`src/rtl/kbc8042_pkg.sv`:
```
package kbc8042_pkg;
  localparam int BYTE_W    = 8;
  localparam int FW_ADDR_W = 3;

  localparam int OBF_BIT = 0;
  localparam int IBF_BIT = 1;
  localparam int A2_BIT  = 3;
  localparam logic [BYTE_W-1:0] HW_MASK =
    BYTE_W'((1 << OBF_BIT) | (1 << IBF_BIT) | (1 << A2_BIT));

  localparam int EN_IBF   = 0;
  localparam int EN_OBE   = 1;
  localparam int EN_KBD   = 2;
  localparam int EN_MOUSE = 3;
  localparam int EN_W     = 4;
  localparam int FCLR_BIT = 4;

  typedef enum logic [FW_ADDR_W-1:0] {
    FW_IN    = 3'd0,
    FW_KBD   = 3'd1,
    FW_MOUSE = 3'd2,
    FW_STAT  = 3'd3,
    FW_SETF  = 3'd4,
    FW_CLRF  = 3'd5,
    FW_CTL   = 3'd6
  } fwReg_e;

  typedef struct packed {
    logic loadIn;
    logic loadOut;
    logic setFlags;
    logic clrFlags;
    logic loadCtl;
  } dpStrb_t;
endpackage

```
`src/rtl/kbc8042_ctrl.sv`:
```
module kbc8042_ctrl
  import kbc8042_pkg::*;
(
  input  logic                 clk,
  input  logic                 rstN,
  input  logic                 hostWr,
  input  logic                 hostRd,
  input  logic                 hostAddrCmd,
  input  logic                 fwWrEn,
  input  logic                 fwRdEn,
  input  logic [FW_ADDR_W-1:0] fwAddr,
  input  logic                 fwForceBit,
  input  logic [EN_W-1:0]      enables,
  output dpStrb_t              strb,
  output logic                 ibfQ,
  output logic                 obfQ,
  output logic                 a2Q,
  output logic                 irqKbd,
  output logic                 irqMouse,
  output logic                 coreIbfIrq,
  output logic                 coreObeIrq
);
  logic fwRdIn, fwWrKbd, fwWrMouse, fwWrCtl, hostRdDataPort, forceClr;
  logic srcMouseQ, obePulseQ;

  always_comb begin
    fwRdIn         = fwRdEn && (fwAddr == FW_IN);
    fwWrKbd        = fwWrEn && (fwAddr == FW_KBD);
    fwWrMouse      = fwWrEn && (fwAddr == FW_MOUSE);
    fwWrCtl        = fwWrEn && (fwAddr == FW_CTL);
    hostRdDataPort = hostRd && !hostAddrCmd;
    forceClr       = fwWrCtl && fwForceBit;

    strb.loadIn   = hostWr;
    strb.loadOut  = fwWrKbd || fwWrMouse;
    strb.setFlags = fwWrEn && (fwAddr == FW_SETF);
    strb.clrFlags = fwWrEn && (fwAddr == FW_CLRF);
    strb.loadCtl  = fwWrCtl;
  end

  // Input handshake: host write wins over firmware readout
  always_ff @(posedge clk) begin
    if (!rstN) begin
      ibfQ <= 1'b0;
      a2Q  <= 1'b0;
    end else begin
      if (hostWr) begin
        ibfQ <= 1'b1;
        a2Q  <= hostAddrCmd;
      end else if (fwRdIn) begin
        ibfQ <= 1'b0;
      end
    end
  end

  // Output handshake: firmware load wins over host read and force clear
  always_ff @(posedge clk) begin
    if (!rstN) begin
      obfQ      <= 1'b0;
      srcMouseQ <= 1'b0;
      obePulseQ <= 1'b0;
    end else begin
      obePulseQ <= enables[EN_OBE] && hostRdDataPort && obfQ &&
                   !strb.loadOut && !forceClr;
      if (strb.loadOut) begin
        obfQ      <= 1'b1;
        srcMouseQ <= fwWrMouse;
      end else if (hostRdDataPort || forceClr) begin
        obfQ <= 1'b0;
      end
    end
  end

  always_comb begin
    irqKbd     = obfQ && !srcMouseQ && enables[EN_KBD];
    irqMouse   = obfQ &&  srcMouseQ && enables[EN_MOUSE];
    coreIbfIrq = ibfQ && enables[EN_IBF];
    coreObeIrq = obePulseQ;
  end

  assert_ibf_irq_R3: assert property (@(posedge clk) disable iff (!rstN)
    coreIbfIrq |-> ibfQ);
  assert_irq_exclusive_R4: assert property (@(posedge clk) disable iff (!rstN)
    !(irqKbd && irqMouse));
  assert_host_irq_level_R6: assert property (@(posedge clk) disable iff (!rstN)
    (irqKbd || irqMouse) |-> obfQ);
  assert_obe_after_fall_R7: assert property (@(posedge clk) disable iff (!rstN)
    $rose(coreObeIrq) |-> (!obfQ && $past(obfQ)));
  assert_force_no_obe_R8: assert property (@(posedge clk) disable iff (!rstN)
    (forceClr && !hostRd) |=> !coreObeIrq);
  assert_flags_keep_ibf_R9: assert property (@(posedge clk) disable iff (!rstN)
    ((strb.setFlags || strb.clrFlags) && !hostWr && !fwRdIn) |=> $stable(ibfQ));
  assert_collide_in_R11: assert property (@(posedge clk) disable iff (!rstN)
    hostWr |=> ibfQ);
  assert_collide_out_R12: assert property (@(posedge clk) disable iff (!rstN)
    strb.loadOut |=> obfQ);
endmodule

```
`src/rtl/kbc8042_dp.sv`:
```
module kbc8042_dp
  import kbc8042_pkg::*;
(
  input  logic                 clk,
  input  logic                 rstN,
  input  dpStrb_t              strb,
  input  logic [BYTE_W-1:0]    hostWrData,
  input  logic                 hostAddrCmd,
  input  logic [FW_ADDR_W-1:0] fwAddr,
  input  logic [BYTE_W-1:0]    fwWrData,
  input  logic                 ibfQ,
  input  logic                 obfQ,
  input  logic                 a2Q,
  output logic [EN_W-1:0]      enables,
  output logic [BYTE_W-1:0]    hostRdData,
  output logic [BYTE_W-1:0]    fwRdData
);
  logic [BYTE_W-1:0] inDataQ, outDataQ, flagsQ, statusByte;
  logic [EN_W-1:0]   ctlQ;

  always_ff @(posedge clk) begin
    if (!rstN) begin
      inDataQ  <= '0;
      outDataQ <= '0;
      flagsQ   <= '0;
      ctlQ     <= '0;
    end else begin
      if (strb.loadIn)   inDataQ  <= hostWrData;
      if (strb.loadOut)  outDataQ <= fwWrData;
      if (strb.setFlags) flagsQ   <= flagsQ | (fwWrData & ~HW_MASK);
      if (strb.clrFlags) flagsQ   <= flagsQ & ~(fwWrData & ~HW_MASK);
      if (strb.loadCtl)  ctlQ     <= fwWrData[EN_W-1:0];
    end
  end

  always_comb begin
    statusByte          = flagsQ & ~HW_MASK;
    statusByte[OBF_BIT] = obfQ;
    statusByte[IBF_BIT] = ibfQ;
    statusByte[A2_BIT]  = a2Q;
    enables             = ctlQ;
    hostRdData          = hostAddrCmd ? statusByte : outDataQ;
    case (fwAddr)
      FW_IN:   fwRdData = inDataQ;
      FW_STAT: fwRdData = statusByte;
      FW_CTL:  fwRdData = {{(BYTE_W-EN_W){1'b0}}, ctlQ};
      default: fwRdData = '0;
    endcase
  end

  assert_flag_mask_R9: assert property (@(posedge clk) disable iff (!rstN)
    (flagsQ & HW_MASK) == '0);
  assert_in_capture_R2: assert property (@(posedge clk) disable iff (!rstN)
    strb.loadIn |=> (inDataQ == $past(hostWrData)));
endmodule

```
`src/rtl/kbc8042_if.sv`:
```
module kbc8042_if
  import kbc8042_pkg::*;
(
  input  logic                 clk,
  input  logic                 rstN,
  input  logic                 hostWr,
  input  logic                 hostRd,
  input  logic                 hostAddrCmd,
  input  logic [BYTE_W-1:0]    hostWrData,
  output logic [BYTE_W-1:0]    hostRdData,
  input  logic                 fwWrEn,
  input  logic                 fwRdEn,
  input  logic [FW_ADDR_W-1:0] fwAddr,
  input  logic [BYTE_W-1:0]    fwWrData,
  output logic [BYTE_W-1:0]    fwRdData,
  output logic                 irqKbd,
  output logic                 irqMouse,
  output logic                 coreIbfIrq,
  output logic                 coreObeIrq
);
  dpStrb_t         strb;
  logic            ibfQ, obfQ, a2Q;
  logic [EN_W-1:0] enables;

  kbc8042_ctrl u_ctrl (
    .clk(clk), .rstN(rstN), .hostWr(hostWr), .hostRd(hostRd),
    .hostAddrCmd(hostAddrCmd), .fwWrEn(fwWrEn), .fwRdEn(fwRdEn),
    .fwAddr(fwAddr), .fwForceBit(fwWrData[FCLR_BIT]), .enables(enables),
    .strb(strb), .ibfQ(ibfQ), .obfQ(obfQ), .a2Q(a2Q), .irqKbd(irqKbd),
    .irqMouse(irqMouse), .coreIbfIrq(coreIbfIrq), .coreObeIrq(coreObeIrq)
  );

  kbc8042_dp u_dp (
    .clk(clk), .rstN(rstN), .strb(strb), .hostWrData(hostWrData),
    .hostAddrCmd(hostAddrCmd), .fwAddr(fwAddr), .fwWrData(fwWrData),
    .ibfQ(ibfQ), .obfQ(obfQ), .a2Q(a2Q), .enables(enables),
    .hostRdData(hostRdData), .fwRdData(fwRdData)
  );
endmodule

```
`config.mk`:
```
export PLATFORM = sky130hd
export DESIGN_NAME = kbc8042_if
export DESIGN_NICKNAME = d
export VERILOG_FILES = /design/src/rtl/kbc8042_pkg.sv /design/src/rtl/kbc8042_ctrl.sv /design/src/rtl/kbc8042_dp.sv /design/src/rtl/kbc8042_if.sv
export SDC_FILE = /design/constraint.sdc
export NUM_CORES = 1
export LEC_CHECK = 0
export ABC_AREA = 1
export BUFFER_PORTS_ARGS = -buffer_cell sky130_fd_sc_hd__buf_2
export CORE_MARGIN = 1.5
export CORE_UTILIZATION = 40
export CTS_BUF_LIST = sky130_fd_sc_hd__clkbuf_16
export CTS_CLUSTER_DIAMETER = 120
export CTS_CLUSTER_SIZE = 28
export DETAILED_ROUTE_END_ITERATION = 12
export PLACE_DENSITY = 0.65
export SLEW_MARGIN = 0
export SYNTH_ARGS = -nofsm -noshare
export SYNTH_HDL_FRONTEND = slang
export SYNTH_SLANG_ARGS = --single-unit
export TNS_END_PERCENT = 10
```
`constraint.sdc`:
```
create_clock -name clk -period 1.3 [get_ports clk]
set_input_delay 0.39 -clock clk [delete_from_list [all_inputs] [get_ports clk]]
set_output_delay 0.39 -clock clk [all_outputs]
set_load 0.03 [all_outputs]
```
==> qor.yml, run 1 <==
worst_setup_path:
  slowest_delay_ns: 0.19
  worstReg2RegEnd: "u_ctrl.obfQ$_SDFFE_PN0P_"
  critical_path_class: "input pin to output port"
  start_kind: "input pin"
  crit_arrival_ns: 1.18
  r2r-start: "u_ctrl.obfQ$_SDFFE_PN0P_"
  critPathRequiredTime_ns: 0.91
  critPathCaptureType: "output port"
  r2r_cells: 4
  reg2reg_slack_ns: 0.53
  cp_max_fo: 8
  cp_cell_sequence: "buf_12, clkinv_8, nand2_4, nor2_4, buf_6, nand2_2, o211ai_1, buf_4"
  cp_slowest_cell: "buf_4"
synthesis:
  postSynthAreaPerCell_um2: 6.791
  yosys.area.top_type: "dfxtp_1"
  yosysTopAreaCellShare: 0.3983
  synth_xor_area_frac: 0
  synth_area_um2: 1508
  synth-compound-area-share: 0.1494
  synth_edf_count: 0
  synth_top_family_by_area: "simple AND/OR/NAND/NOR gates"
  syn-num-nets: 248
  synth.area.top_cells: "dfxtp_1 (40%), nand2_1 (15%), nor2_1 (11%)"
  post_synth_num_cell_types: 23
  synth.most_common_cell: "nand2_1"
  synth_top_flop_cell: "dfxtp_1"
  yosys.area_share.simple: 0.3817
  ys_ff_latch: 30
  synthAdderAreaFrac: 0
  netlist_instances: 222
  synthMuxAreaShare: 0
  seq_area_frac_synth: 0.3983
  async_reset_ff_frac: 0
  synth_common_cells: "nand2_1 (59), nor2_1 (46), dfxtp_1 (30)"
  yosysWarnings: 0
route:
  ant_nets: 0
  drc: 0
  vias_per_cell: 4.979
  wl_um: 4300
  wire_per_inst_um: 12.87
  dr_total_vias: 1663
  drtPass1Iterations: 5
  drtIter0Drc: 181
place:
  gp_congestion: 0.8696
  dp_hpwl_um: 2895
  port_buffers: 45
  dp.cells: 323
cts:
  numCtsBuffers: 5
  path_clk_slew_ns: 0.05
  cts_tree: "done"
  h-tree-depth: 2
  clkLatencyLatePin_ns: 0.27
  cts-root-buf: "clkbuf_16"
  cts_hold_buffers: 0
  numClockSinks: 30
  clock_path_buffers: 2
sta:
  skew_ns: 0.0006279
  whs_ns: 0.3378
  drv_slew: 0
  tightest_slew_ns: 0.3634
  clock.fmax_ghz: 0.6383
  period_needed_ns: 1.567
  fin_crit_sh: 1.205
  setup_viol: 18
  worst_slack_ns: -0.2667
  max_slew_margin: 0.7578
  rsz0062_at_grt: "yes"
  hold_viol_final: 0
final_layout:
  regArea_um2: 610.6
  drive_gt1_frac: 0.4510
  multi_input_area_um2: 929.6
  antenna_cells: 0
  finalNetCount: 311
  instances_no_fill: 334
  area_growth_pct: 57.01
  fillers: 324
hold_path:
  hold_start: "hostWrData[6]"
  hold_depth: 3
  hold_end: "u_dp.inDataQ[6]$_SDFFE_PN0P_"
  min_path_type: "input pin to register"
run_status:
  status: "complete, but fails checks"
  violations: "negative setup slack"
die:
  coreArea_um2: 3633
  die_w_um: 64.40
  rows: 22
  die_area_um2: 4147
  ios: 46
  start_util: 0.4149
  die_h_um: 64.40
grt:
  track_usage: 0.2165
  grt_start_max_net_pins: 20
  grt-ovfl-total: 0
  grt_pass1_vias: 1534
  grt_pass1_wl_um: 6893
  antenna_found_initial: 0
power:
  irDropWorstVdd_uv: 817.3
  p_per_area_nw_per_um2: 1091
  leakage_uw: 0.001083
flow_run:
  cap_violations: 0
==> what timing repair did <==
action / CTS / global route
gates cloned: 0 / 0
gates resized for setup: 62 / 20
setup buffers: 3 / 0
pin swaps: 3 / 5
endpoints found under the setup margin: 19 / 19
==> cells in the final DEF, fill, tap and decap left out, types with 6 or more instances in the layout <==
| cell | count |
|---|---|
| nor2_1 | 43 |
| nand2_1 | 43 |
| nand2_2 | 16 |
| buf_6 | 16 |
| o21ai_0 | 13 |
| o21ai_2 | 10 |
| a21oi_2 | 8 |
| nand3b_1 | 6 |
| inv_1 | 10 |
| dfxtp_1 | 24 |
| buf_4 | 19 |
| buf_2 | 23 |
==> stage by stage <==
| stage | area, µm² | power (µW) | setup slack [ns] | setup TNS, ns | util |
|---|---|---|---|---|---|
| floorplan | 1575 | 1255 | -0.2464 | -2.553 | - |
| global placement | 1963 | 1406 | -0.3665 | -4.062 | 0.5403 |
| detailed placement | 1963 | 1410 | -0.3793 | -4.330 | 0.5403 |
| CTS | 2306 | 2565 | -0.2599 | -2.405 | 0.6346 |
| global route | 2367 | 2682 | -0.3144 | -3.142 | 0.6515 |
| finish | 2367 | 2584 | -0.2667 | -2.363 | 0.6515 |
==> layout make-up <==
class | count | area share
Clock buffer | 5 | 0.05285
Sequential cell | 30 | 0.2579
Clock inverter | 3 | 0.006871
Inverter | 16 | 0.03700
Tap cell | 48 | 0.02537
Timing Repair Buffer | 63 | 0.2273
Multi-Input combinational cell | 169 | 0.3927
==> worst max-delay path, delay by kind of cell <==
kind	cells	cell delay, ns
compound gates	1	0.10
simple gates	3	0.19
buf+inv	4	0.49
==> logic make-up after synthesis <==
logic type	count (synthesis)
AOI/OAI and AO/OA	38
buffers and inverters	23
DFF	30
and+or+nand+nor	131
==> how the worst max path moves through the flow <==
stage | from | end | slack [ns] | cells after the start
2_1_floorplan | fwAddr[0] | fwRdData[0] | -0.25 | 4
3_3_place_gp | fwAddr[0] | fwRdData[2] | -0.37 | 7
5_1_grt | fwAddr[1] | fwRdData[2] | -0.31 | 8
6_report | fwAddr[1] | fwRdData[0] | -0.27 | 8
3_5_place_dp | fwAddr[0] | fwRdData[2] | -0.38 | 8
4_1_cts | fwAddr[1] | fwRdData[2] | -0.26 | 8
==> per-layer routing <==
layer	GRT usage	share of wire
met1	0.2513	0.42
met2	0.3789	0.51
met3	0.04754	0.051
met4	0.09574	0.025
met5	0	0
==> where the power goes <==
part	switching (µW)	total, µW	internal, µW
clock network	414	1110	697
logic	264	470	205
registers	33.1	1000	969
total	712	2580	1870
No activity file was read; power rests on OpenSTA's default activity.
==> run 2: changes to the inputs <==
--- a/config.mk
+++ b/config.mk
@@ -7,13 +7,15 @@
 export LEC_CHECK = 0
 export ABC_AREA = 1
 export BUFFER_PORTS_ARGS = -buffer_cell sky130_fd_sc_hd__buf_2
+export CELL_PAD_IN_SITES_DETAIL_PLACEMENT = 0
+export CELL_PAD_IN_SITES_GLOBAL_PLACEMENT = 1
 export CORE_MARGIN = 1.5
-export CORE_UTILIZATION = 40
+export CORE_UTILIZATION = 37
 export CTS_BUF_LIST = sky130_fd_sc_hd__clkbuf_16
 export CTS_CLUSTER_DIAMETER = 120
 export CTS_CLUSTER_SIZE = 28
 export DETAILED_ROUTE_END_ITERATION = 12
-export PLACE_DENSITY = 0.65
+export PLACE_DENSITY = 0.81
 export SLEW_MARGIN = 0
 export SYNTH_ARGS = -nofsm -noshare
 export SYNTH_HDL_FRONTEND = slang
==> constraint.sdc (replaced) <==
create_clock -name clk -period 1.9 [get_ports clk]
set_input_delay 0.57 -clock clk [delete_from_list [all_inputs] [get_ports clk]]
set_output_delay 0.57 -clock clk [all_outputs]
set_load 0.03 [all_outputs]
==> qor.yml, run 2 (synthesized netlist as in run 1, its figures left out) <==
final_layout:
  drive_gt1_frac: 0.3472
  instances_no_fill: 338
  area_growth_pct: 44.81
  finalNetCount: 314
  final_common_cell: "nand2_1"
  layout_common_cells: "nand2_1 (55), nor2_1 (42), buf_2 (34), dfxtp_1 (30), buf_4 (24)"
  fin_area_um2: 2183
  antenna_cells: 0
cts:
  h-tree-depth: 2
  cts_hold_buffers: 0
  clock_path_buffers: 2
  clkLatencyLatePin_ns: 0.27
  numClockSinks: 30
  path_clk_slew_ns: 0.05
  cts-root-buf: "clkbuf_16"
  cts_tree: "done"
  numCtsBuffers: 5
hold_path:
  hold_start: "u_dp.outDataQ[3]$_SDFFE_PN0P_"
  hold_depth: 2
  hold_end: "u_dp.outDataQ[3]$_SDFFE_PN0P_"
  min_path_type: "register to register"
die:
  die_h_um: 66.84
  die_area_um2: 4467
  rows: 23
  ios: 46
  coreArea_um2: 3971
  start_util: 0.3796
  die_w_um: 66.84
grt:
  grt-ovfl-total: 0
  grt_pass1_wl_um: 6237
  grt_pass1_vias: 1342
  antenna_found_initial: 0
  grt_start_max_net_pins: 28
  track_usage: 0.1921
route:
  met1Wirelength_um: 1969
  wire_per_inst_um: 12.25
  drtPass1Iterations: 4
  wl_um: 4141
  wl_met2_um: 1894
  dr_total_vias: 1559
  drtIter0Drc: 64
  drc: 0
  ant_nets: 0
  dr.max_layer_used: "met4"
  route.met3.wl_um: 189
  vias_per_cell: 4.612
worst_setup_path:
  r2r_cells: 4
  critPathCaptureType: "output port"
  reg2reg_slack_ns: 1.08
  cp_max_fo: 8
  worstReg2RegEnd: "u_ctrl.obfQ$_SDFFE_PN0P_"
  crit_arrival_ns: 1.35
  critical_path_class: "input pin to output port"
  critPathRequiredTime_ns: 1.33
  r2r-start: "u_ctrl.obfQ$_SDFFE_PN0P_"
  start_kind: "input pin"
place:
  port_buffers: 45
  post_dp_cell_area_um2: 1856
  dp.cells: 322
  dp_hpwl_um: 2720
  pre_cts_slack_ns: -0.1282
  gp_congestion: 0.8546
power:
  switching_share: 0.2618
  power.total_uw: 1690
  pwr-share-comb: 0.171
  pwr-share-clk: 0.424
  seqPwrFrac: 0.405
  p_int_uw: 1247
  leakage_uw: 0.001038
  p_per_area_nw_per_um2: 773.8
  p_switching_uw: 442.4
  irDropWorstVdd_uv: 553.0
sta:
  max_slew_margin: 0.7104
  skew_ns: 0.0002177
  rsz0062_at_grt: "yes"
  clock.fmax_ghz: 0.5213
  tightest_slew_ns: 0.4344
  drv_slew: 0
  whs_ns: 0.4692
  hold_viol_final: 0
  fin_crit_sh: 1.010
  setup_viol: 2
  worst_slack_ns: -0.01819
  period_needed_ns: 1.918
run_status:
  status: "complete, but fails checks"
  violations: "negative setup slack"
flow_run:
  cap_violations: 0
==> run 2: stage by stage <==
stage,util,setup TNS (ns)
after detailed placement,0.4672,-0.7848
after global routing,0.5498,-0.2277
after global placement,0.4672,-0.6952
after floorplan,-,-0.5362
after CTS,0.5302,-0.3276
final,0.5498,-0.02125
==> run 2: worst max path at each step <==
stage	startpoint	end	slack, ns
4_1_cts	fwAddr[0]	fwRdData[2]	-0.06
6_report	fwAddr[1]	fwRdData[2]	-0.02
5_1_grt	fwAddr[1]	fwRdData[2]	-0.07
3_3_place_gp	fwAddr[0]	fwRdData[2]	-0.11
2_1_floorplan	fwAddr[0]	fwRdData[5]	-0.07
3_5_place_dp	fwAddr[0]	fwRdData[2]	-0.13
==> run 2: final cells by class <==
class | count | area [µm²]
Fill cell | 397 | 1788
Clock buffer | 5 | 125.1
Timing Repair Buffer | 65 | 441.7
Inverter | 16 | 67.56
Sequential cell | 30 | 600.6
Tap cell | 50 | 62.56
Clock inverter | 2 | 7.507
Multi-Input combinational cell | 170 | 878.3
==> run 2: power by group through the flow <==
| stage | Combinational (µW) | Sequential, µW | Clock [µW] |
|---|---|---|---|
| final | 289 | 684 | 716 |
| after global routing | 318 | 687 | 762 |
| after CTS | 268 | 683 | 739 |
| after detailed placement | 244 | 695 | 0 |
| after global placement | 243 | 695 | 0 |
| after floorplan | 159 | 689 | 0 |
==> run 2: routing by layer <==
| layer | track usage | vias up |
|---|---|---|
| met5 | 0 | - |
| met4 | 0.08673 | 0 |
| met3 | 0.05912 | 10 |
| met2 | 0.2900 | 42 |
| met1 | 0.2497 | 667 |
| li1 | - | 840 |
==> run 2: critical path, cell delays in order <==
cell	delay, ns
buf_8	0.11
inv_4	0.06
nand2_4	0.06
nor2_4	0.08
buf_6	0.13
nand2_2	0.05
o211ai_1	0.10
buf_4	0.20
==> run 2: what timing repair did <==
action / in CTS / in global routing
setup endpoints to repair: 8 / 18
pin swaps: 4 / 6
gates cloned: 0 / 1
resized for setup: 20 / 17
setup buffers: 8 / 1
